==> src/rtl/mdio_pkg.sv <==
package mdio_pkg;

    // field widths of one management frame
    localparam int PHY_AW  = 5;
    localparam int REG_AW  = 5;
    localparam int DATA_W  = 16;
    localparam int PRE_LEN = 32;

    // bit positions of each frame segment
    localparam int SOF_POS  = PRE_LEN;
    localparam int OP_POS   = SOF_POS + 2;
    localparam int PA_POS   = OP_POS + 2;
    localparam int RA_POS   = PA_POS + PHY_AW;
    localparam int TA_POS   = RA_POS + REG_AW;
    localparam int DAT_POS  = TA_POS + 2;
    localparam int END_POS  = DAT_POS + DATA_W;
    localparam int NUM_BITS = END_POS + 1;
    localparam int IDX_W    = $clog2(NUM_BITS);

    typedef logic [IDX_W-1:0] bit_idx_t;

    typedef enum logic [2:0] {
        SEG_PRE,
        SEG_SOF,
        SEG_OP,
        SEG_PA,
        SEG_RA,
        SEG_TA,
        SEG_DAT,
        SEG_END
    } seg_e;

    typedef struct packed {
        logic              rd;
        logic [PHY_AW-1:0] pa;
        logic [REG_AW-1:0] ra;
        logic [DATA_W-1:0] wd;
    } mdio_req_t;

    typedef struct packed {
        logic d;
        logic oe;
    } pin_drv_t;

    function automatic seg_e seg_of(input bit_idx_t idx);
        int k;
        k = int'(idx);
        if (k < SOF_POS)      return SEG_PRE;
        else if (k < OP_POS)  return SEG_SOF;
        else if (k < PA_POS)  return SEG_OP;
        else if (k < RA_POS)  return SEG_PA;
        else if (k < TA_POS)  return SEG_RA;
        else if (k < DAT_POS) return SEG_TA;
        else if (k < END_POS) return SEG_DAT;
        else                  return SEG_END;
    endfunction

endpackage

==> src/rtl/mdio_bit_timer.sv <==
module mdio_bit_timer
    import mdio_pkg::*;
#(
    parameter int DIV = 2
) (
    input  logic     clk,
    input  logic     rst,
    input  logic     go,
    output logic     busy_o,
    output logic     hi_o,
    output logic     smp_o,
    output logic     end_o,
    output logic     done_o,
    output bit_idx_t idx_o
);

    localparam int              CNT_W    = (DIV > 1) ? $clog2(DIV) : 1;
    localparam logic [CNT_W-1:0] CNT_LAST = CNT_W'(DIV - 1);
    localparam bit_idx_t        IDX_LAST = bit_idx_t'(END_POS);

    logic [CNT_W-1:0] cnt_q;
    logic             busy_q;
    logic             hi_q;
    logic             done_q;
    bit_idx_t         idx_q;
    logic             ph_end;

    assign ph_end = busy_q && (cnt_q == CNT_LAST);
    assign smp_o  = ph_end && hi_q;
    assign end_o  = smp_o && (idx_q == IDX_LAST);

    always_ff @(posedge clk) begin
        if (rst) begin
            cnt_q  <= '0;
            busy_q <= 1'b0;
            hi_q   <= 1'b0;
            done_q <= 1'b0;
            idx_q  <= '0;
        end else begin
            done_q <= end_o;
            if (go) begin
                busy_q <= 1'b1;
                hi_q   <= 1'b0;
                cnt_q  <= '0;
                idx_q  <= '0;
            end else if (busy_q) begin
                if (ph_end) begin
                    cnt_q <= '0;
                    hi_q  <= ~hi_q;
                    if (hi_q) begin
                        if (idx_q == IDX_LAST) busy_q <= 1'b0;
                        else                   idx_q  <= idx_q + 1'b1;
                    end
                end else begin
                    cnt_q <= cnt_q + 1'b1;
                end
            end
        end
    end

    assign busy_o = busy_q;
    assign hi_o   = hi_q;
    assign done_o = done_q;
    assign idx_o  = idx_q;

    AST_GO_IDLE_ONLY: assert property (@(posedge clk) disable iff (rst)
        go |-> !busy_q);
    AST_BIT_ADVANCE: assert property (@(posedge clk) disable iff (rst)
        (busy_q && $past(busy_q) && $fell(hi_q)) |-> (idx_q == $past(idx_q) + 1'b1));
    AST_DONE_SINGLE: assert property (@(posedge clk) disable iff (rst)
        done_q |=> !done_q);

endmodule

==> src/rtl/mdio_tx_pattern.sv <==
module mdio_tx_pattern
    import mdio_pkg::*;
(
    input  mdio_req_t req,
    input  bit_idx_t  idx,
    input  logic      busy,
    output pin_drv_t  drv
);

    int                k;
    logic [PHY_AW-1:0] pa_sh;
    logic [REG_AW-1:0] ra_sh;
    logic [DATA_W-1:0] wd_sh;

    always_comb begin
        k     = int'(idx);
        pa_sh = '0;
        ra_sh = '0;
        wd_sh = '0;
        drv   = '{d: 1'b0, oe: 1'b0};
        if (busy) begin
            unique case (seg_of(idx))
                SEG_PRE: drv = '{d: 1'b1, oe: 1'b1};
                SEG_SOF: drv = '{d: (k == SOF_POS + 1), oe: 1'b1};
                SEG_OP:  drv = '{d: (req.rd ? (k == OP_POS) : (k == OP_POS + 1)), oe: 1'b1};
                SEG_PA: begin
                    pa_sh = req.pa << (k - PA_POS);
                    drv   = '{d: pa_sh[PHY_AW-1], oe: 1'b1};
                end
                SEG_RA: begin
                    ra_sh = req.ra << (k - RA_POS);
                    drv   = '{d: ra_sh[REG_AW-1], oe: 1'b1};
                end
                SEG_TA:  drv = '{d: 1'b0, oe: 1'b0};
                SEG_DAT: begin
                    wd_sh = req.wd << (k - DAT_POS);
                    drv   = '{d: (!req.rd && wd_sh[DATA_W-1]), oe: !req.rd};
                end
                SEG_END: drv = '{d: 1'b0, oe: 1'b0};
                default: drv = '{d: 1'b0, oe: 1'b0};
            endcase
        end
    end

endmodule

==> src/rtl/mdio_rx_shift.sv <==
module mdio_rx_shift
    import mdio_pkg::*;
(
    input  logic              clk,
    input  logic              rst,
    input  logic              go,
    input  logic              rd,
    input  logic              smp,
    input  logic              frame_end,
    input  bit_idx_t          idx,
    input  logic              mdi,
    output logic [DATA_W-1:0] rd_data_o
);

    logic [DATA_W-1:0] sh_q;
    logic [DATA_W-1:0] rd_q;
    logic              in_data;

    assign in_data = (int'(idx) >= DAT_POS) && (int'(idx) < END_POS);

    always_ff @(posedge clk) begin
        if (rst) begin
            sh_q <= '0;
            rd_q <= '0;
        end else begin
            if (go)
                sh_q <= '0;
            else if (smp && rd && in_data)
                sh_q <= {sh_q[DATA_W-2:0], mdi};
            if (frame_end && rd)
                rd_q <= sh_q;
        end
    end

    assign rd_data_o = rd_q;

    AST_SHIFT_READ_ONLY: assert property (@(posedge clk) disable iff (rst)
        (!rd && !go) |=> $stable(sh_q));

endmodule

==> src/rtl/mii_mgmt_master.sv <==
module mii_mgmt_master
    import mdio_pkg::*;
#(
    parameter int DIV = 2
) (
    input  logic              clk,
    input  logic              rst,
    input  logic              start_i,
    input  logic              rd_not_wr_i,
    input  logic [PHY_AW-1:0] phy_addr_i,
    input  logic [REG_AW-1:0] reg_addr_i,
    input  logic [DATA_W-1:0] wr_data_i,
    input  logic              mdi_i,
    output logic              mdc_o,
    output logic              mdo_o,
    output logic              mdo_en_o,
    output logic              busy_o,
    output logic              done_o,
    output logic [DATA_W-1:0] rd_data_o
);

    mdio_req_t req_q;
    logic      go;
    logic      busy;
    logic      hi;
    logic      smp;
    logic      fend;
    logic      done;
    bit_idx_t  idx;
    pin_drv_t  drv;

    // a request is taken only between frames
    assign go = start_i && !busy;

    always_ff @(posedge clk) begin
        if (rst)
            req_q <= '0;
        else if (go)
            req_q <= '{rd: rd_not_wr_i, pa: phy_addr_i, ra: reg_addr_i, wd: wr_data_i};
    end

    mdio_bit_timer #(.DIV(DIV)) u_timer (
        .clk    (clk),
        .rst    (rst),
        .go     (go),
        .busy_o (busy),
        .hi_o   (hi),
        .smp_o  (smp),
        .end_o  (fend),
        .done_o (done),
        .idx_o  (idx)
    );

    mdio_tx_pattern u_tx (
        .req  (req_q),
        .idx  (idx),
        .busy (busy),
        .drv  (drv)
    );

    mdio_rx_shift u_rx (
        .clk       (clk),
        .rst       (rst),
        .go        (go),
        .rd        (req_q.rd),
        .smp       (smp),
        .frame_end (fend),
        .idx       (idx),
        .mdi       (mdi_i),
        .rd_data_o (rd_data_o)
    );

    assign mdc_o    = busy && hi;
    assign mdo_o    = drv.d;
    assign mdo_en_o = drv.oe;
    assign busy_o   = busy;
    assign done_o   = done;

    AST_IDLE_PINS: assert property (@(posedge clk) disable iff (rst)
        !busy_o |-> (!mdc_o && !mdo_o && !mdo_en_o));
    AST_HOLD_WHILE_HIGH: assert property (@(posedge clk) disable iff (rst)
        mdc_o |-> ($stable(mdo_o) && $stable(mdo_en_o)));
    AST_RDATA_HOLD: assert property (@(posedge clk) disable iff (rst)
        !done_o |-> $stable(rd_data_o));
    AST_DONE_AFTER_FRAME: assert property (@(posedge clk) disable iff (rst)
        done_o |-> (!busy_o && $past(busy_o)));
    AST_REQ_HELD: assert property (@(posedge clk) disable iff (rst)
        (busy_o && start_i) |=> $stable(req_q));
    AST_READ_RELEASE: assert property (@(posedge clk) disable iff (rst)
        (busy_o && req_q.rd && (int'(idx) >= TA_POS)) |-> !mdo_en_o);

endmodule

==> config.mk <==
export PLATFORM = sky130hd
export DESIGN_NAME = mii_mgmt_master
export DESIGN_NICKNAME = d
export VERILOG_FILES = /design/src/rtl/mdio_pkg.sv /design/src/rtl/mdio_bit_timer.sv /design/src/rtl/mdio_tx_pattern.sv /design/src/rtl/mdio_rx_shift.sv /design/src/rtl/mii_mgmt_master.sv
export SDC_FILE = /design/constraint.sdc
export NUM_CORES = 1
export LEC_CHECK = 0
export ABC_AREA = 1
export BUFFER_PORTS_ARGS = -buffer_cell sky130_fd_sc_hd__buf_2
export CORE_ASPECT_RATIO = 1.1
export CORE_MARGIN = 2
export CORE_UTILIZATION = 40
export DETAILED_ROUTE_END_ITERATION = 6
export PLACE_DENSITY = 0.56
export SKIP_LAST_GASP = 1
export SLEW_MARGIN = 0
export SYNTH_ARGS = -nofsm -noshare
export SYNTH_HDL_FRONTEND = slang
export SYNTH_SLANG_ARGS = --single-unit
==> constraint.sdc <==
create_clock -name clk -period 6.7 [get_ports clk]
set_input_delay 1.34 -clock clk [delete_from_list [all_inputs] [get_ports clk]]
set_output_delay 1.34 -clock clk [all_outputs]
set_load 0.005 [all_outputs]
==> run summary, run 1 <==
The flow ran to the end, and the final reports show no timing, DRC or antenna violations. In this run the most critical hold path is launched from req_q[2]. IR analysis of the VDD net gives a maximum drop of 172 uV. Of the total power, the share spent switching nets is 24.7%. After synthesis, the largest family of logic cells by area is simple AND/OR/NAND/NOR gates. The clock skew is 0.0129 ns, and the fraction of power consumed by the clock network is 44.1%.

Cell internal power was estimated by the tool at 0.000666 W. For the number of vias in the routed layout, the log shows 3091. The layer flagged by global routing as most heavily used is met2. The count of antenna-violating nets left after detailed routing is 0. In this run the critical register-to-register path is captured at u_rx.sh_q[2]. Data on the critical path is required at its endpoint by 5.36 ns.

The cell with the largest stage delay on the worst path was sky130_fd_sc_hd__dfxtp_1. The startpoint of the worst register-to-register path was u_timer.busy_o. The die is 100 um tall. The number of cells on the worst hold path works out to 2. Setup repair after global routing left no endpoint under its margin. Summed over all failing endpoints, the final setup total negative slack is 0 ns.

The number of antenna violations at the first check in global routing was 0. After clock tree synthesis, the clock-pin slew on the worst setup and hold paths is 0.08 ns. Summed over its instances, the top area cell type makes up 41.7% of the synthesized netlist area.

Across every metal layer, demand over resource in global routing totals 18.5%. Detailed placement finished with a half-perimeter wire length of 5.63 mm. The headroom to the max-slew limit was 28.6%; the number of nets at the end of the flow was 570. The first global-routing pass estimated 13.7 mm of wire. The synthesized netlist devotes 16.0% of its cell area to compound gates.

The clock buffer count from CTS is 9, and the total grt overflow is 0. Commonest register cell after synthesis: sky130_fd_sc_hd__dfxtp_1. The logs give 5 for the detailed-routing iteration count for the pre-antenna-repair pass and 7.97 mm for the total wire length after detailed routing.

Of the cells placed in the final design, the portion with a size suffix greater than 1 is 17.5%. At the pin with the least slew margin, the transition time is 1.07 ns. The worst reg-to-reg setup slack came out at 3.97 ns. For the worst flop-to-flop path, the logic depth is 7.

The logs give 0 for the post-cts repair resize count and 0 for the count of buffers added by post-CTS timing repair for setup. Leakage power: 1.82 nW. STA classifies the critical path endpoint as an output port. In the global route stage, met1 resource usage came out at 22.8%. The floorplan has 35 rows.

In the final routed layout, each cell accounts on average for 12.4 um. Counting flops with an async set or reset pin after synthesis yields a share of 0%. The class of the worst hold path is register to register. The timing-limited maximum frequency was 239 MHz.

In this run the power density over the cells is 226 nW/um^2. Summing the areas of all xor and xnor instances in the mapped netlist gives 0.781% of the synthesized area. The power share of the sequential group is 49.8%.

By area the synthesized netlist is led by sky130_fd_sc_hd__dfxtp_1 42%, sky130_fd_sc_hd__nor2_1 16%, sky130_fd_sc_hd__o21ai_0 11%. The H-tree depth is 3, and the die width is 91.4 um. Leaving out fill and tap cells, the most frequent cell in the layout is sky130_fd_sc_hd__nor2_1. The root buffer cell is sky130_fd_sc_hd__clkbuf_8. Number of hold violations in the final report: 0. Placer's final routability congestion estimate: 0.842. The top cell types in the final layout, fill and taps aside, are 145 x sky130_fd_sc_hd__nor2_1, 76 x sky130_fd_sc_hd__o21ai_0, 70 x sky130_fd_sc_hd__dfxtp_1. A synthesized cell averages 6.98 um^2. At the later pin of the worst-skew pair, clock insertion delay measures 0.35 ns. The path with the worst hold slack has its endpoint at req_q[2]. The final design area excluding fillers is 3910 um^2.

52 I/O pins were placed. Counting flops with a built-in enable in the synthesized netlist gives 0. The kind of launch point of the worst setup path is a register.

Of the total synthesized cell area, the portion taken by full adders, half adders and majority gates is 4.83%. After synthesis the cells add up to 3360 um^2. After floorplanning, the core was sized to cover 8280 um^2. Entering global routing, the biggest net connects 44 pins.

The tools report the hold buffer count at CTS as 0. TritonCTS built the clock tree. The mux contribution to synthesized area was 0%; the starting density of the core was 40.7%.

Net switching power of the design: 0.000218 W. In this run the cell area measured after placement is 3680 um^2. The tools report the count of final max-slew check failures as 0. Port buffering added 51 buffers.

The area of the die was 9160 um^2; the DRC violations left was 0. Max-cap violations in this run came to 0. After synthesis, the netlist uses 33 different library cells.

The tools report the number of global-route vias before repair as 2992. The synthesized design spends more area on one cell type than any other, namely sky130_fd_sc_hd__dfxtp_1. The clock sink count is 70. Synthesis produced 482 cells. Summing the sequential cell areas from Yosys gives 41.7% of the chip area. The critical path goes through inv_2 > ha_1 > inv_1 > a21oi_1 > o21ai_2 > nand2_1 > nor2_2 > nand2_1 > a21oi_2 > nand2_1 > nand2_1 > nor2_1 > nand3_1 > nand2_1 > inv_1 > buf_2. The number of antenna diodes in the final layout is 0.

Critical path class: register to output port. The critical-path maximum fanout is 18. The largest single stage delay on the critical path is 0.64 ns. For met3 alone, demand over resource in global routing was 4.80%.

The buffer depth of the longest clock path is 2, and the arrival time of data at the critical path endpoint is 2.84 ns. The number of design-rule violations left by the first detailed-router iteration is 164, and the area added between synthesis and finish is 16.1%. In this run, the combinational gates consume 6.1% of the power.

After detailed routing, the number of vias per cell comes to 4.81. The number of warnings printed during yosys synthesis was 0; the ratio of final minimum period to clock period was 62.4%. Final setup violation count: 0. The post-synthesis sequential element count came out at 70. The synthesized netlist devotes 29.6% of its cell area to simple gates. Cell seen most often among critical-path stages: sky130_fd_sc_hd__nand2_1. Synthesized net count: 526. The clock period could shrink to 4.18 ns.

The run gives 31.2% as the met2 demand-to-capacity share in global routing.
-- registers in the layout, summed over array words and instances, names as in the netlist --
register and cells:
u_timer.busy_o 1, u_timer.cnt_q 1, u_timer.done_o 1, u_rx.rd_data_o 16
u_timer.hi_o 1, u_rx.sh_q 16, req_q 27, u_timer.idx_o 7
-- power by group through the flow --
stage               sequential, W  clock, W  combinational [W]
floorplan                0.000446         0          0.0000366
finish                   0.000440  0.000390          0.0000541
global placement         0.000450         0          0.0000540
detailed placement       0.000450         0          0.0000549
global route             0.000442  0.000415          0.0000635
CTS                      0.000440  0.000401          0.0000552
-- cell usage after synthesis (3+ instances only) --
library cell and count:
sky130_fd_sc_hd__nor2_1 145, sky130_fd_sc_hd__o21ai_0 76, sky130_fd_sc_hd__dfxtp_1 70, sky130_fd_sc_hd__nand2_1 61, sky130_fd_sc_hd__inv_1 27, sky130_fd_sc_hd__a21oi_1 14, sky130_fd_sc_hd__nand3_1 14, sky130_fd_sc_hd__clkbuf_1 13
sky130_fd_sc_hd__ha_1 13, sky130_fd_sc_hd__buf_2 5, sky130_fd_sc_hd__inv_2 5, sky130_fd_sc_hd__nor3_1 5, sky130_fd_sc_hd__nand2_2 4, sky130_fd_sc_hd__nor2_2 3
-- final cells by class --
type	instances	area, um^2
fill	869	4370
multi-input combinational	357	1720
sequential	70	1400
timing repair buffer	52	263
inverter	36	156
tap	111	139
clock buffer	9	124
clock inverter	7	103
-- stage by stage --
stage / setup slack (ns) / total power [W] / util [%] / hold WS, ns / std cells
2_1_floorplan: 3.45 / 0.000483 / - / 0.449 / 482
4_1_cts: 2.50 / 0.000896 / 47.2 / 0.493 / 642
5_1_grt: 2.10 / 0.000920 / 47.2 / 0.508 / 642
3_5_place_dp: 2.91 / 0.000505 / 44.5 / 0.474 / 626
6_report: 2.52 / 0.000884 / 47.2 / 0.485 / 642
3_3_place_gp: 2.98 / 0.000504 / 44.5 / 0.470 / 626
-- layer usage --
layer,part of all wire [%],vias up
li1,-,1641
met1,47,1381
met2,46,56
met3,4.8,13
met4,1.6,0
met5,0,-
-- critical path, delay by kind of cell (launching register included) --
kind	cells	cell delay (ns)
and+or+nand+nor	8	0.66
DFF	1	0.64
AOI/OAI and AO/OA	3	0.38
adders and majority gates	1	0.31
buffers and inverters	4	0.50
-- worst max-delay path by stage --
stage / start / slack [ns] / cells past startpoint / to
2_1_floorplan: u_timer.idx_o[0] / 3.45 / 16 / mdo_o
3_3_place_gp: u_timer.idx_o[0] / 2.98 / 16 / mdo_o
3_5_place_dp: u_timer.idx_o[0] / 2.91 / 16 / mdo_o
4_1_cts: u_timer.idx_o[0] / 2.50 / 16 / mdo_o
5_1_grt: u_timer.idx_o[0] / 2.10 / 16 / mdo_o
6_report: u_timer.idx_o[0] / 2.52 / 16 / mdo_o
-- cells by family (layout without fill, tap and decap cells) --
group | Yosys count | after routing
buffers and inverters | 55 | 104
flip-flops | 70 | 70
XOR/XNOR | 3 | 3
adder cells (fa/ha/maj) | 13 | 13
AND/OR/NAND/NOR | 240 | 240
AO/OA/AOI/OAI | 101 | 101
Power figures use the tool's default switching activity.
==> inputs of run 2 (changes only) <==
clock period = 3.9 ns   (was 6.7 ns; I/O delays follow)
==> run summary, run 2 (same netlist as run 1, synthesis figures left out) <==
The detailed-route wire length per cell was 12.4 um (+0.23%). The number of flip-flops in the largest register works out to 27 (unchanged). In this run the critical register-to-register path is launched from u_timer.idx_o[2]. The count of buffers added by post-CTS timing repair for setup is 0 (unchanged).

Root buffer cell: sky130_fd_sc_hd__clkbuf_8. The number of design-rule violations left by the first detailed-router iteration came out at 145 (-12%). The share of final-layout standard cells stronger than drive strength 1 was 17.4% (-0.066 points). Area of the die: 9160 um^2 (unchanged).

The standard-cell row count was 35 (unchanged); the transition time of the tightest slew-check pin was 1.02 ns (-0.0490 ns). Total negative slack: 0 ns (unchanged). The most frequent standard cell in the layout excluding fill and tap cells is sky130_fd_sc_hd__nor2_1. The area added between synthesis and finish was 16.3%; the hold buffer count at CTS was 0 (unchanged).

For the H-tree depth, the log shows 3 (unchanged). Largest register by flop count: req_q. The maximum number of pins on one net before global-route repair was 44 (unchanged). Endpoint with the worst hold slack: req_q[24]. The tools report the count of final max-slew check failures as 0 (unchanged). The post-cts repair resize count was 0 (unchanged); the final-layout worst hold slack was 0.490 ns (+0.00427 ns).

TritonCTS built the clock tree. The clock-pin slew of the registers on the worst-case setup and hold paths works out to 0.07 ns (about the same). Number of antenna repair diodes: 0 (unchanged).

For the area of the placeable core, the log shows 8280 um^2 (unchanged). The post-detailed-route via-to-cell ratio was 4.81 (about the same); the clock skew was 0.00774 ns (-0.00519 ns). Setup repair after global routing left no endpoint under its margin. The number of buffers inserted by port buffering was 51 (unchanged); the total grt overflow was 0 (unchanged). The overall track demand over capacity in global routing is 18.5% (unchanged), and the number of antenna violations at the first check in global routing is 0 (unchanged). For the final setup violation count, the log shows 0 (unchanged).

The worst path uses 86.4% of the clock period. The height of the die works out to 100 um (unchanged). The total wire length after detailed routing was 8.01 mm (+0.54%).

The DRC violations left was 0 (unchanged). The clock sink count is 70 (unchanged). The number of vias in the routed layout was 3100 (+0.29%).

The run gives 0 (unchanged) as the number of hold violations in the final report. The tools report the wire length of the first global-routing pass as 13.8 mm (+0.66%). The capture instance of the worst register-to-register path is u_timer.idx_o[5]. The run gives 1.83 nW (+0.20%) as the leakage power.

The run gives 0 (unchanged) as the count of antenna-violating nets left after detailed routing. The tools report the placer's final routability congestion estimate as 0.867 (+2.9%). The number of cells on the worst hold path was 2 (unchanged). The tools report the HPWL reported at the end of detailed placement as 5.70 mm (+1.3%). The timing-limited maximum frequency is 297 MHz, and the headroom to the max-slew limit is 31.8% (+3.3 points). The tools report the clock buffer count from CTS as 9 (unchanged).

The run gives 4 (-1) as the detailed-routing iteration count for the pre-antenna-repair pass. For the max capacitance violation total, the log shows 0 (unchanged). The run finished with clean final reports. The worst reg-to-reg setup slack is 1.50 ns (-2.47 ns), and the data required time at the worst endpoint is 3.12 ns (-2.24 ns). Counting I/O delays and the setup requirement, the final critical path takes 3.37 ns. The critical-path maximum fanout came out at 12 (-6). The run gives 572 (+0.35%) as the number of nets at the end of the flow. The top cell types in the final layout, fill and taps aside, are 145 x sky130_fd_sc_hd__nor2_1, 76 x sky130_fd_sc_hd__o21ai_0, 69 x sky130_fd_sc_hd__dfxtp_1.

The number of cells on the worst reg-to-reg path came out at 12 (+5). The number of filler instances in the final layout was 889 (+2.3%); the clock network latency to the later pin of the worst-skew pair was 0.34 ns (about the same). STA classifies the critical path endpoint as an output port. Power density of the placed cells: 382 nW/um^2 (+69%). The number of global-route vias before repair came out at 3023 (+1.0%). The logs give 2 (unchanged) for the buffer depth of the longest clock path and 2.59 ns (-0.25 ns) for the arrival time of data at the critical path endpoint. The peak ir drop on the vdd network was 189 uV (+10%); the die width was 91.4 um (unchanged). The setup path with the least slack is of type register to output port. The startpoint of the lowest-slack hold path is req_q[24]. STA classifies the critical path startpoint as a register. Top-level port count: 52 (unchanged).

The worst hold path belongs to the class register to register. The tools report the starting density of the core as 40.7% (unchanged).
[run 2: worst max path at each step]
stage / from / to / slack, ns / cells past startpoint
floorplan: u_timer.idx_o[0] / mdo_o / 1.21 / 16
global placement: u_timer.idx_o[0] / mdo_o / 0.80 / 16
detailed placement: u_timer.idx_o[0] / mdo_o / 0.70 / 16
CTS: u_timer.idx_o[0] / mdo_o / 0.31 / 16
global route: u_timer.idx_o[1] / mdo_o / 0.18 / 16
finish: u_timer.idx_o[1] / mdo_o / 0.53 / 16
[run 2: routing by layer]
| layer | vias to the layer above | global-route usage [%] | part of all wire (%) |
|---|---|---|---|
| li1 | 1641 | - | - |
| met3 | 8 | 3.15 | 2.8 |
| met5 | - | 0 | 0 |
| met2 | 50 | 32.5 | 49 |
| met4 | 0 | 6.64 | 1.1 |
| met1 | 1401 | 23.0 | 47 |
[run 2: metrics by stage]
step / instances / utilization (%) / setup slack (ns) / total power [W] / area, um^2
floorplan: 482 / - / 1.21 / 0.000829 / 3360
global placement: 628 / 44.7 / 0.796 / 0.000867 / 3700
detailed placement: 628 / 44.7 / 0.700 / 0.000868 / 3700
CTS: 644 / 47.3 / 0.314 / 0.00151 / 3910
global route: 644 / 47.3 / 0.177 / 0.00155 / 3910
finish: 644 / 47.3 / 0.532 / 0.00149 / 3910
[run 2: final cells by class]
cell class	instances	area (um^2)	area share (%)
Timing Repair Buffer	54	278	7.10
Clock inverter	3	67.6	1.73
Tap cell	111	139	3.55
Sequential cell	70	1400	35.8
Multi-Input combinational cell	357	1720	44.0
Clock buffer	13	149	3.80
Inverter	36	156	4.00
[run 2: critical path, cell delays in order, from the launching register on]
cell and delay (ns):
sky130_fd_sc_hd__dfxtp_1 0.58, sky130_fd_sc_hd__inv_2 0.16, sky130_fd_sc_hd__ha_1 0.25, sky130_fd_sc_hd__inv_1 0.08, sky130_fd_sc_hd__a21oi_1 0.09, sky130_fd_sc_hd__o21ai_2 0.17, sky130_fd_sc_hd__nand2_1 0.12, sky130_fd_sc_hd__nor2_2 0.17
sky130_fd_sc_hd__nand2_1 0.07, sky130_fd_sc_hd__nor2_1 0.12, sky130_fd_sc_hd__nand3_1 0.07, sky130_fd_sc_hd__nand2_1 0.06, sky130_fd_sc_hd__nor2_1 0.04, sky130_fd_sc_hd__nand3_1 0.07, sky130_fd_sc_hd__nand2_1 0.05, sky130_fd_sc_hd__inv_1 0.05
sky130_fd_sc_hd__buf_2 0.10
[run 2: power breakdown]
group / total (W) / switching [W] / internal, W
Combinational: 0.0000945 / 0.0000567 / 0.0000378
Sequential: 0.000756 / 0.0000162 / 0.000740
Clock: 0.000644 / 0.000265 / 0.000379
Total: 0.00149 / 0.000338 / 0.00116
==> inputs of run 3 (changes only) <==
RECOVER_POWER = 25   (was default)
==> run summary, run 3 (same netlist as run 1, synthesis figures left out) <==
Detailed-route wire length per cell: 12.5 um (+0.16%). Class of the worst hold path: register to register. The tools report the area of the placeable core as 8280 um^2 (unchanged). The tree is rooted in a sky130_fd_sc_hd__clkbuf_8. In the layout the commonest cells are 145 x sky130_fd_sc_hd__nor2_1, 76 x sky130_fd_sc_hd__o21ai_0, 69 x sky130_fd_sc_hd__dfxtp_1.

The clock-pin slew of the registers on the worst-case setup and hold paths works out to 0.07 ns (about the same). The peak ir drop on the vdd network came out at 189 uV (about the same). The tools report the total wire length after detailed routing as 8.02 mm (+0.16%).

TritonCTS built the clock tree. The final-layout worst hold slack was 0.490 ns (+0.00000200 ns); the transition time of the tightest slew-check pin was 1.02 ns (+0.00167 ns). For the data required time at the worst endpoint, the log shows 3.12 ns (about the same).

The run gives 572 (unchanged) as the number of nets at the end of the flow. The tools report the leakage power as 1.79 nW (-1.8%). The placer's final routability congestion estimate is 0.867 (unchanged), and the number of vias in the routed layout is 3108 (+0.26%).

The count of placed standard cells in the final layout, fillers left out was 644 (unchanged); the die width was 91.4 um (unchanged). The number of antenna violations at the first check in global routing is 0 (unchanged), and the maximum number of pins on one net before global-route repair is 44 (unchanged). The tools report the utilization after layout as 47.2% (-0.12 points).

The starting density of the core was 40.7% (unchanged). From synthesis to final layout, the design area changed by 16.0%. Timing-limited maximum frequency: 297 MHz (about the same). The count of buffers added by post-CTS timing repair for setup was 0 (unchanged); the number of flip-flops in the largest register was 27 (unchanged). The run gives 0.34 ns (about the same) as the clock network latency to the later pin of the worst-skew pair.

Area of the die: 9160 um^2 (unchanged). For the number of filler instances in the final layout, the log shows 888 (-0.11%). The worst stage delay on the critical path is 0.58 ns (about the same), and the detailed-routing iteration count for the pre-antenna-repair pass is 4 (unchanged). The height of the die works out to 100 um (unchanged). The run gives 18.5% (unchanged) as the overall track demand over capacity in global routing. For this design, the slowest cell found on the critical path is sky130_fd_sc_hd__dfxtp_1.

The wire length of the first global-routing pass was 13.8 mm (unchanged). Kind of cell adding the most delay to the critical path: simple AND/OR/NAND/NOR gates. The number of global-route vias before repair is 3023 (unchanged), and the total power of the final layout is 0.00149 W (about the same).

For the number of antenna repair diodes, the log shows 0 (unchanged). The power density of the placed cells was 383 nW/um^2 (+0.20%). STA classifies the critical path startpoint as a register. The post-cts repair resize count is 0 (unchanged). The critical path in this run is classified as register to output port.

The register with the most flip-flops in the final layout is req_q. The clock sink count is 70 (unchanged), and the H-tree depth is 3 (unchanged). The share of final-layout standard cells stronger than drive strength 1 was 15.9% (-1.5 points). The critical path goes through inv_2 > ha_1 > inv_1 > a21oi_1 > o21ai_2 > nand2_1 > nor2_2 > nand2_1 > nor2_1 > nand3_1 > nand2_1 > nor2_1 > nand3_1 > nand2_1 > inv_1 > buf_2. The run gives 0 (unchanged) as the final setup violation count. Setup repair after global routing left no endpoint under its margin.

Max capacitance violation total: 0 (unchanged). The minimum clock period was 3.37 ns (-0.000450 ns); the HPWL reported at the end of detailed placement was 5.70 mm (unchanged). The critical-path maximum fanout was 12 (unchanged). The tools report the arrival time of data at the critical path endpoint as 2.59 ns (about the same). The headroom to the max-slew limit was 31.7% (-0.11 points). Counting stages on the worst path, the most repeated cell is sky130_fd_sc_hd__nand2_1. Total negative slack: 0 ns (unchanged). The endpoint kind of the worst setup timing path is an output port.

The top-level port count was 52 (unchanged). Clock buffer count from CTS: 9 (unchanged). The run gives 0.00689 ns (-0.000853 ns) as the clock skew. The buffer depth of the longest clock path is 2 (unchanged).

The post-detailed-route via-to-cell ratio was 4.83 (+0.26%). The number of buffers and inverters on the critical path is 4 (unchanged), and the ratio of final minimum period to clock period is 86.3% (about the same). The placed cell count is 628 (unchanged), and the number of hold violations in the final report is 0 (unchanged). The number of design-rule violations left by the first detailed-router iteration came out at 148 (+2.1%). The flow ran to the end, and the final reports show no timing, DRC or antenna violations. The count of antenna-violating nets left after detailed routing is 0 (unchanged). The standard-cell row count was 35 (unchanged). The tools report the hold buffer count at CTS as 0 (unchanged). The number of buffers inserted by port buffering works out to 51 (unchanged).

The count of final max-slew check failures is 0 (unchanged). The total grt overflow is 0 (unchanged), and the DRC violations left is 0 (unchanged). Leaving out fill and tap cells, the most frequent cell in the layout is sky130_fd_sc_hd__nor2_1.
## run 3: per-stage QoR
step,cell area [um^2],setup WS (ns)
after floorplan,3360,1.21
final,3900,0.532
after global routing,3900,0.177
after global placement,3700,0.796
after detailed placement,3700,0.700
after CTS,3910,0.314
## run 3: layer usage
| layer | vias to the layer above | global-route usage (%) | part of all wire [%] |
|---|---|---|---|
| li1 | 1641 | - | - |
| met3 | 8 | 3.15 | 3.0 |
| met2 | 58 | 32.5 | 49 |
| met5 | - | 0 | 0 |
| met1 | 1401 | 23.0 | 47 |
| met4 | 0 | 6.64 | 1.1 |
## run 3: cell type report
| cell class | count | area, um^2 | area share (%) |
|---|---|---|---|
| inverters | 36 | 156 | 4.01 |
| clock inverters | 3 | 67.6 | 1.73 |
| clock buffers | 13 | 149 | 3.81 |
| multi-input cells | 357 | 1720 | 44.1 |
| flip-flops and latches | 70 | 1400 | 35.9 |
| repair buffers | 54 | 268 | 6.86 |
| well taps | 111 | 139 | 3.56 |
## run 3: path summary, 6_finish.rpt
kind,slack [ns],cells after the start,start,endpoint
worst max-delay path,0.53,16,u_timer.idx_o[1],mdo_o
worst min-delay path,0.49,2,req_q[24],req_q[24]
worst max register to register,1.50,12,u_timer.idx_o[2],u_timer.idx_o[5]
worst min register to register,0.49,2,req_q[24],req_q[24]
## run 3: tightest hold or removal path, stage by stage (launching register included)
cell                      delay [ns]
sky130_fd_sc_hd__dfxtp_1        0.33
sky130_fd_sc_hd__nor2_1         0.05
sky130_fd_sc_hd__nor2_1         0.08
## run 3: power breakdown
part	internal [W]	leakage [nW]	switching, W
combinational	0.0000377	1.12	0.0000568
clock	0.000379	0.104	0.000264
sequential	0.000740	0.571	0.0000162
total	0.00116	1.79	0.000337
